## src/rtl/cmd_seq_pkg.sv

```systemverilog
package cmd_seq_pkg;

  typedef enum logic [1:0] {
    FLG_WAKE  = 2'd0,
    FLG_CMD   = 2'd1,
    FLG_XMIT  = 2'd2,
    FLG_SLEEP = 2'd3
  } flag_e;

  typedef enum logic [2:0] {
    CL_MEM, CL_FUSE, CL_MAC, CL_PERS, CL_NONE
  } op_class_e;

  typedef enum logic [1:0] {
    MD_SLEEP = 2'd0,
    MD_AWAKE = 2'd1,
    MD_BUSY  = 2'd2,
    MD_XMIT  = 2'd3
  } mode_e;

  localparam logic [7:0] ST_WAKE_ACK  = 8'h11;
  localparam logic [7:0] ST_OK        = 8'h00;
  localparam logic [7:0] ST_EXEC_ERR  = 8'h0F;
  localparam logic [7:0] ST_PARSE_ERR = 8'hFF;
  localparam logic [7:0] MAC_MASK     = 8'h5A;
  localparam logic [7:0] STATUS_LEN   = 8'd4;
  localparam logic [7:0] MIN_CMD_LEN  = 8'd4;

  // one byte of CRC-16 (poly 0x8005, MSB first)
  function automatic logic [15:0] crc16_step(input logic [15:0] crc, input logic [7:0] d);
    logic [15:0] c;
    c = crc ^ {d, 8'h00};
    for (int i = 0; i < 8; i++)
      c = c[15] ? ((c << 1) ^ 16'h8005) : (c << 1);
    return c;
  endfunction

  function automatic op_class_e classify(input logic [7:0] op);
    case (op)
      8'h01, 8'h02, 8'h03: return CL_MEM;
      8'h04:               return CL_FUSE;
      8'h05:               return CL_MAC;
      8'h06:               return CL_PERS;
      default:             return CL_NONE;
    endcase
  endfunction

  function automatic int unsigned max_of(input int unsigned a, input int unsigned b);
    return (a > b) ? a : b;
  endfunction

endpackage

```

## src/rtl/cmd_rx.sv

```systemverilog
module cmd_rx
  import cmd_seq_pkg::*;
#(
  parameter int unsigned BUF_BYTES = 32,
  localparam int unsigned AW = $clog2(BUF_BYTES)
) (
  input  logic          clk,
  input  logic          rst_n,
  input  logic          clr,
  input  logic          start,
  input  logic          en,
  input  logic          byte_valid,
  input  logic [7:0]    byte_in,
  output logic          last,
  output logic          frame_ok,
  output op_class_e     op_class,
  output logic [7:0]    count,
  output logic          prm_we,
  output logic [AW-1:0] prm_addr,
  output logic [7:0]    prm_data
);

  localparam logic [7:0] BUF_MAX = 8'(BUF_BYTES);

  logic [7:0]  idx_q, cnt_q, lo_q, op_q;
  logic [15:0] crc_q;
  logic        accept, len_ok, crc_match, first;

  assign accept    = en && byte_valid;
  assign first     = (idx_q == 8'd0);
  assign len_ok    = (cnt_q >= MIN_CMD_LEN) && (cnt_q <= BUF_MAX);
  assign crc_match = ({byte_in, lo_q} == crc_q);
  assign op_class  = classify(op_q);
  assign count     = cnt_q;

  assign last     = accept && (first ? (byte_in < MIN_CMD_LEN) : (idx_q == cnt_q - 8'd1));
  assign frame_ok = !first && len_ok && crc_match && (op_class != CL_NONE);

  assign prm_we   = accept && (idx_q >= 8'd2) && (idx_q < cnt_q - 8'd2) && (cnt_q <= BUF_MAX);
  assign prm_addr = AW'(idx_q - 8'd1);
  assign prm_data = byte_in ^ MAC_MASK;

  always_ff @(posedge clk or negedge rst_n) begin
    if (!rst_n) begin
      idx_q <= '0; cnt_q <= '0; lo_q <= '0; op_q <= '0; crc_q <= '0;
    end else if (clr || start) begin
      idx_q <= '0; crc_q <= '0;
    end else if (accept) begin
      idx_q <= idx_q + 8'd1;
      if (first) begin
        cnt_q <= byte_in;
        crc_q <= crc16_step(16'h0000, byte_in);
      end else begin
        if (idx_q < cnt_q - 8'd2) crc_q <= crc16_step(crc_q, byte_in);
        if (idx_q == 8'd1)         op_q  <= byte_in;
        if (idx_q == cnt_q - 8'd2) lo_q  <= byte_in;
      end
    end
  end

endmodule

```

## src/rtl/resp_buf.sv

```systemverilog
module resp_buf
  import cmd_seq_pkg::*;
#(
  parameter int unsigned BUF_BYTES = 32,
  localparam int unsigned AW = $clog2(BUF_BYTES)
) (
  input  logic          clk,
  input  logic          rst_n,
  input  logic          clr,
  input  logic          hdr_we,
  input  logic [7:0]    hdr_len,
  input  logic          hdr_code_we,
  input  logic [7:0]    hdr_code,
  input  logic          prm_we,
  input  logic [AW-1:0] prm_addr,
  input  logic [7:0]    prm_data,
  input  logic          go,
  output logic          resp_valid,
  output logic [7:0]    resp_byte,
  output logic          resp_last
);

  logic [7:0]  mem_q [BUF_BYTES];
  logic [7:0]  len_q, idx_q;
  logic [15:0] crc_q;
  logic        sending_q, in_body;

  assign in_body    = (idx_q < len_q - 8'd2);
  assign resp_valid = sending_q;
  assign resp_last  = sending_q && (idx_q == len_q - 8'd1);
  assign resp_byte  = in_body ? mem_q[idx_q[AW-1:0]]
                    : (idx_q == len_q - 8'd2) ? crc_q[7:0] : crc_q[15:8];

  // storage: one write path per entry
  for (genvar g = 0; g < BUF_BYTES; g++) begin : g_ent
    always_ff @(posedge clk or negedge rst_n) begin
      if (!rst_n)                                mem_q[g] <= '0;
      else if (clr)                              mem_q[g] <= '0;
      else if (hdr_we && g == 0)                 mem_q[g] <= hdr_len;
      else if (hdr_we && hdr_code_we && g == 1)  mem_q[g] <= hdr_code;
      else if (prm_we && prm_addr == AW'(g))     mem_q[g] <= prm_data;
    end
  end

  always_ff @(posedge clk or negedge rst_n) begin
    if (!rst_n) begin
      len_q <= '0; idx_q <= '0; crc_q <= '0; sending_q <= 1'b0;
    end else if (clr) begin
      len_q <= '0; idx_q <= '0; crc_q <= '0; sending_q <= 1'b0;
    end else begin
      if (hdr_we) len_q <= hdr_len;
      if (go) begin
        sending_q <= 1'b1; idx_q <= '0; crc_q <= '0;
      end else if (sending_q) begin
        if (in_body) crc_q <= crc16_step(crc_q, resp_byte);
        idx_q <= idx_q + 8'd1;
        if (resp_last) sending_q <= 1'b0;
      end
    end
  end

endmodule

```

## src/rtl/delay_timer.sv

```systemverilog
module delay_timer #(
  parameter int unsigned TW = 8
) (
  input  logic          clk,
  input  logic          rst_n,
  input  logic          load,
  input  logic [TW-1:0] val,
  output logic          expire
);

  logic [TW-1:0] cnt_q;
  logic          act_q;

  assign expire = act_q && (cnt_q == '0);

  always_ff @(posedge clk or negedge rst_n) begin
    if (!rst_n) begin
      cnt_q <= '0; act_q <= 1'b0;
    end else if (load) begin
      cnt_q <= val - TW'(1); act_q <= 1'b1;
    end else if (act_q) begin
      if (cnt_q == '0) act_q <= 1'b0;
      else             cnt_q <= cnt_q - TW'(1);
    end
  end

endmodule

```

## src/rtl/cmd_resp_seq.sv

```systemverilog
module cmd_resp_seq
  import cmd_seq_pkg::*;
#(
  parameter int unsigned BUF_BYTES = 32,
  parameter int unsigned T_PARSE   = 100,
  parameter int unsigned T_MEM     = 3000,
  parameter int unsigned T_FUSE    = 700,
  parameter int unsigned T_MAC     = 30000,
  parameter int unsigned T_PERS    = 13000
) (
  input  logic       clk,
  input  logic       rst_n,
  input  logic       flag_valid,
  input  logic [1:0] flag_type,
  input  logic       byte_valid,
  input  logic [7:0] byte_in,
  input  logic       exec_fault,
  output logic       resp_valid,
  output logic [7:0] resp_byte,
  output logic       resp_last,
  output logic [1:0] mode
);

  localparam int unsigned AW   = $clog2(BUF_BYTES);
  localparam int unsigned DMAX = max_of(max_of(max_of(T_PARSE, T_MEM), max_of(T_FUSE, T_MAC)), T_PERS);
  localparam int unsigned TW   = $clog2(DMAX + 1);

  typedef enum logic [2:0] {S_SLEEP, S_IDLE, S_RX, S_PARSE, S_EXEC, S_SEND} state_e;

  state_e    st_q, st_d;
  flag_e     fkind;
  op_class_e rx_cls, cls_q;
  logic      ok_q;

  // named internal events
  logic wake_acc, sleep_acc, cmd_acc, xmit_acc;
  logic rx_last, rx_ok, parse_done, exec_done, tmr_exp;

  logic          prm_we;
  logic [AW-1:0] prm_addr;
  logic [7:0]    prm_data, rx_count;
  logic          hdr_we, hdr_code_we, tmr_load;
  logic [7:0]    hdr_len, hdr_code;
  logic [TW-1:0] tmr_val, exec_val;

  assign fkind     = flag_e'(flag_type);
  assign wake_acc  = flag_valid && fkind == FLG_WAKE  && st_q == S_SLEEP;
  assign sleep_acc = flag_valid && fkind == FLG_SLEEP && (st_q == S_IDLE || st_q == S_RX);
  assign cmd_acc   = flag_valid && fkind == FLG_CMD   && st_q == S_IDLE;
  assign xmit_acc  = flag_valid && fkind == FLG_XMIT  && st_q == S_IDLE;
  assign parse_done = (st_q == S_PARSE) && tmr_exp;
  assign exec_done  = (st_q == S_EXEC)  && tmr_exp;

  cmd_rx #(.BUF_BYTES(BUF_BYTES)) u_rx (
    .clk(clk), .rst_n(rst_n), .clr(sleep_acc), .start(cmd_acc), .en(st_q == S_RX),
    .byte_valid(byte_valid), .byte_in(byte_in), .last(rx_last), .frame_ok(rx_ok),
    .op_class(rx_cls), .count(rx_count), .prm_we(prm_we), .prm_addr(prm_addr),
    .prm_data(prm_data)
  );

  always_comb begin
    case (cls_q)
      CL_MEM:  exec_val = TW'(T_MEM);
      CL_FUSE: exec_val = TW'(T_FUSE);
      CL_MAC:  exec_val = TW'(T_MAC);
      default: exec_val = TW'(T_PERS);
    endcase
  end

  assign tmr_load = rx_last || (parse_done && ok_q);
  assign tmr_val  = rx_last ? TW'(T_PARSE) : exec_val;

  delay_timer #(.TW(TW)) u_tmr (
    .clk(clk), .rst_n(rst_n), .load(tmr_load), .val(tmr_val), .expire(tmr_exp)
  );

  // response header selection
  always_comb begin
    hdr_we = 1'b0; hdr_code_we = 1'b1; hdr_len = STATUS_LEN; hdr_code = ST_OK;
    if (wake_acc) begin
      hdr_we = 1'b1; hdr_code = ST_WAKE_ACK;
    end else if (parse_done && !ok_q) begin
      hdr_we = 1'b1; hdr_code = ST_PARSE_ERR;
    end else if (exec_done) begin
      hdr_we = 1'b1;
      if (exec_fault) hdr_code = ST_EXEC_ERR;
      else if (cls_q == CL_MAC) begin
        hdr_code_we = 1'b0; hdr_len = rx_count - 8'd1;
      end
    end
  end

  resp_buf #(.BUF_BYTES(BUF_BYTES)) u_buf (
    .clk(clk), .rst_n(rst_n), .clr(sleep_acc), .hdr_we(hdr_we), .hdr_len(hdr_len),
    .hdr_code_we(hdr_code_we), .hdr_code(hdr_code), .prm_we(prm_we), .prm_addr(prm_addr),
    .prm_data(prm_data), .go(xmit_acc), .resp_valid(resp_valid), .resp_byte(resp_byte),
    .resp_last(resp_last)
  );

  always_comb begin
    st_d = st_q;
    case (st_q)
      S_SLEEP: if (wake_acc) st_d = S_IDLE;
      S_IDLE: begin
        if (sleep_acc)     st_d = S_SLEEP;
        else if (cmd_acc)  st_d = S_RX;
        else if (xmit_acc) st_d = S_SEND;
      end
      S_RX: begin
        if (sleep_acc)    st_d = S_SLEEP;
        else if (rx_last) st_d = S_PARSE;
      end
      S_PARSE: if (parse_done) st_d = ok_q ? S_EXEC : S_IDLE;
      S_EXEC:  if (exec_done)  st_d = S_IDLE;
      S_SEND:  if (resp_last)  st_d = S_IDLE;
      default: st_d = S_SLEEP;
    endcase
  end

  always_ff @(posedge clk or negedge rst_n) begin
    if (!rst_n) begin
      st_q <= S_SLEEP; ok_q <= 1'b0; cls_q <= CL_NONE;
    end else begin
      st_q <= st_d;
      if (rx_last) begin
        ok_q  <= rx_ok;
        cls_q <= rx_cls;
      end
    end
  end

  always_comb begin
    case (st_q)
      S_SLEEP:         mode = MD_SLEEP;
      S_PARSE, S_EXEC: mode = MD_BUSY;
      S_SEND:          mode = MD_XMIT;
      default:         mode = MD_AWAKE;
    endcase
  end

endmodule

```

## config.mk

```make
export PLATFORM = sky130hd
export DESIGN_NAME = cmd_resp_seq
export DESIGN_NICKNAME = d
export VERILOG_FILES = /design/src/rtl/cmd_seq_pkg.sv /design/src/rtl/cmd_rx.sv /design/src/rtl/resp_buf.sv /design/src/rtl/delay_timer.sv /design/src/rtl/cmd_resp_seq.sv
export SDC_FILE = /design/constraint.sdc
export NUM_CORES = 1
export LEC_CHECK = 0
export ABC_CLOCK_PERIOD_IN_PS = 5900
export BUFFER_PORTS_ARGS = -buffer_cell sky130_fd_sc_hd__buf_4
export CORE_ASPECT_RATIO = 2
export CORE_MARGIN = 10
export CORE_UTILIZATION = 58
export DETAILED_ROUTE_END_ITERATION = 8
export MAX_ROUTING_LAYER = met4
export PLACE_DENSITY = 0.81
export SLEW_MARGIN = 15
export SYNTH_ARGS = -nofsm -noshare
export SYNTH_HDL_FRONTEND = slang
export SYNTH_HIERARCHICAL = 1
export SYNTH_SLANG_ARGS = --single-unit
```

## constraint.sdc

```tcl
create_clock -name clk -period 5.9 [get_ports clk]
set_input_delay 1.18 -clock clk [delete_from_list [all_inputs] [get_ports clk]]
set_output_delay 1.18 -clock clk [all_outputs]
set_load 0.01 [all_outputs]
```

==> run metrics <==
slowest cell delay on critical path ~560 ps; CTS buffer count 31; Final Skew 21.8 ps; Clock Pin Slew Worst Setup and Hold Paths approximately 70 ps; slowest CP cell a21oi_1; largest family of logic cells by synthesized area multiplexers; DP Wirelength a little under 40 mm; DRT iter0 DRCs 1282; Seq/Total Area, Yosys 0.437; post-synth cell types 94; setup TNS 0 ps; Adder-Cell Fraction of Synth Area 0.0206; root buffer cell clkbuf_16; Worst EP arrival 5760 ps; Sequential Area roughly 9000 um2; worst skew pair latency 590 ps; Post-Syn Area ~21000 um2; drt pass-1 iters 6; crit-path most repeated cell o31a_1; PwrDens 391 nW/um2; simple logic cell fraction of the synthesized area 0.154; hold crit path type reg -> reg; initial antenna violation count 0; Yosys warning count 6; CP Class reg -> reg; largest net degree at the start of global routing between 200 and 300; clk sinks 360; total wire length ~57 mm; Die X-Extent between 150 and 200 um; post-synth top area share 0.435; routed wl met3 2.70 mm; Synth area leader dfrtp_1; EDFF count, synth 0; final worst-path cycle share 0.897; Top Metal Used met4; Leak about 11 nW; die area between 40000 and 50000 um2; unrepaired setup endpoints after global routing false; # setup viols final 0; DRT met1 WL roughly 20 mm; remaining antenna violation count after routing 0; Core Area roughly 35000 um2; vias in the first global route roughly 16000; dominant synthesized flop cell dfrtp_1; fin. max-slew vios 0; CP required about 6400 ps; Setup WS post-layout between 600 and 700 ps; wire length of the first global-routing pass 90.2 mm; share of cells above drive strength 1 0.121; Layout area overhead 9.06%; number of port buffers 26; max_cap viols 0; Mapped Cells 2000; max_slew headroom 0.218; htree depth 1; Fmax between 150 and 200 MHz; mux cell area share after synthesis 0.207; Buf/Inv on CP 1; Top delay family on crit path simple AND/OR/NAND/NOR gates; dominant cells by area after synthesis dfrtp_1, mux2i_1, nor2_1; CP Max Fanout 26; GRT Residual Overflow 0; Worst Max-Slew Pin Slew about 1200 ps; XOR/XNOR Fraction of Synth Area 0.0577; initial core utilization 0.588; critical path capture point type register; Clock Path Buffers 3; vias after detailed routing between 15000 and 20000; Yosys reg bits 360; setup bufs post-CTS 0; # rows between 90 and 100; minimum clock period 5290 ps; Final Net Count 2029; footprint of the multi-input gates around 11000 um2; Synth async-reset ratio 1.00; DR DRC count 0; number of vias per cell approximately 6.5; startpoint class of the critical path register; CTS tree done; Die Y 287 um; post-synthesis average cell area slightly above 10 um2; cell with the most instances after synthesis dfrtp_1; Layout Utilization 0.641; Placer Congestion 0.954; wire length per cell approximately 23 um; status complete, no violations; Hold Vio Cnt, Final 0; top-level I/O count 27; Post-synth top cells dfrtp_1, nor2_1, mux2i_1; dpl ws roughly 630 ps; Peak supply drop ~0.32 mV; all-layer global routing usage 0.259; CP Cell Sequence inv_1, ha_1, nor3b_1, and2_1, xnor2_1, nand3_1, or4_1, a21oi_1, a31o_2, or4b_1, a211o_1, or2_1, o31a_1, o31a_1; diode count 0; compound-gate portion of the synthesized area 0.0864; filler instances 2658; met2 wire len between 20 and 30 mm
[cells by family after synthesis]
logic type,after synthesis
AND/OR/NAND/NOR,686
AO/OA/AOI/OAI,274
multiplexers,353
adder cells (fa/ha/maj),34
flip-flops,360
other,1
XOR/XNOR,118
buffers and inverters,174
[final cells by class]
type / instances / share of cell area
multi-input combinational: 1470 / 0.484
sequential: 360 / 0.401
clock buffer: 40 / 0.0382
timing repair buffer: 82 / 0.0299
tap: 445 / 0.0247
clock inverter: 18 / 0.0170
inverter: 35 / 0.00584
[through the flow]
| stage | power (W) | cells | hold slack [ps] | instance area [um2] |
|---|---|---|---|---|
| 2_1_floorplan | 0.00539 | 2004 | 441 | 20600 |
| 3_3_place_gp | 0.00617 | 2392 | 459 | 21300 |
| 3_5_place_dp | 0.00627 | 2392 | 469 | 21300 |
| 4_1_cts | 0.00876 | 2450 | 485 | 22500 |
| 5_1_grt | 0.00920 | 2450 | 520 | 22500 |
| 6_report | 0.00879 | 2450 | 487 | 22500 |
[power breakdown]
group / internal (W) / switching, W / total, W
logic: 0.00140 / 0.00179 / 0.00319
registers: 0.00268 / 0.000453 / 0.00314
clock network: 0.00151 / 0.000958 / 0.00247
total: 0.00559 / 0.00320 / 0.00879
[sequential cells by signal, indices dropped and copies added, names as in the netlist]
register	flops
ok_q	1
u_tmr/act_q	1
st_q	3
u_rx/lo_q	8
u_buf/idx_q	8
u_rx/idx_q	8
u_rx/crc_q	16
u_rx/count	8
cls_q	3
u_rx/op_q	8
u_buf/mem_q	256
u_buf/resp_valid	1
u_tmr/cnt_q	15
u_buf/crc_q	16
u_buf/len_q	8
[cell usage in the layout, fill, tap and decap left out, types with 8 or more instances in the layout]
master	count
dfrtp_1	357
nor2_1	309
mux2i_1	282
nand2_1	148
buf_4	77
a21oi_1	72
xnor2_1	65
o21ai_0	53
nand3_1	48
mux4_2	47
xor2_1	39
nor3_1	35
ha_1	34
inv_1	32
clkbuf_16	31
a22oi_1	20
nor4_1	18
o21ai_1	17
or3_1	15
mux2_2	15
nor3b_1	13
o22ai_1	13
nor2b_1	12
nand4_1	12
o31ai_1	12
a22o_1	12
bufinv_16	11
nand2b_1	10
or4_1	9
and2_1	8
[tightest hold or removal path, cell delays in order (launching register included)]
cell,delay [ps]
dfrtp_1,350
nand2_1,50
o31ai_1,60
[path summary, 6_finish.rpt]
| kind | startpoint | to | slack [ps] | cells past startpoint |
|---|---|---|---|---|
| worst min register to register | u_buf/mem_q[254] | u_buf/mem_q[254] | 490 | 2 |
| worst max register to register | u_rx/count[2] | u_tmr/cnt_q[14] | 610 | 14 |
| worst max-delay path | u_rx/count[2] | u_tmr/cnt_q[14] | 610 | 14 |
| worst min-delay path | u_buf/mem_q[254] | u_buf/mem_q[254] | 490 | 2 |
| min in group asynchronous | rst_n | u_rx/lo_q[6] | 680 | 1 |
| max in group asynchronous | rst_n | u_buf/idx_q[0] | 4090 | 2 |
[per-layer routing]
metal | vias to the layer above | global-route usage
li1 | 7039 | -
met1 | 7977 | 0.267
met2 | 627 | 0.450
met3 | 221 | 0.0292
met4 | 0 | 0.186
met5 | - | -
[repair_timing]
action	CTS	global route
endpoints found under the setup margin	0	1
hold buffers	0	0
gates resized for setup	0	1
Power figures use the tool's default switching activity.
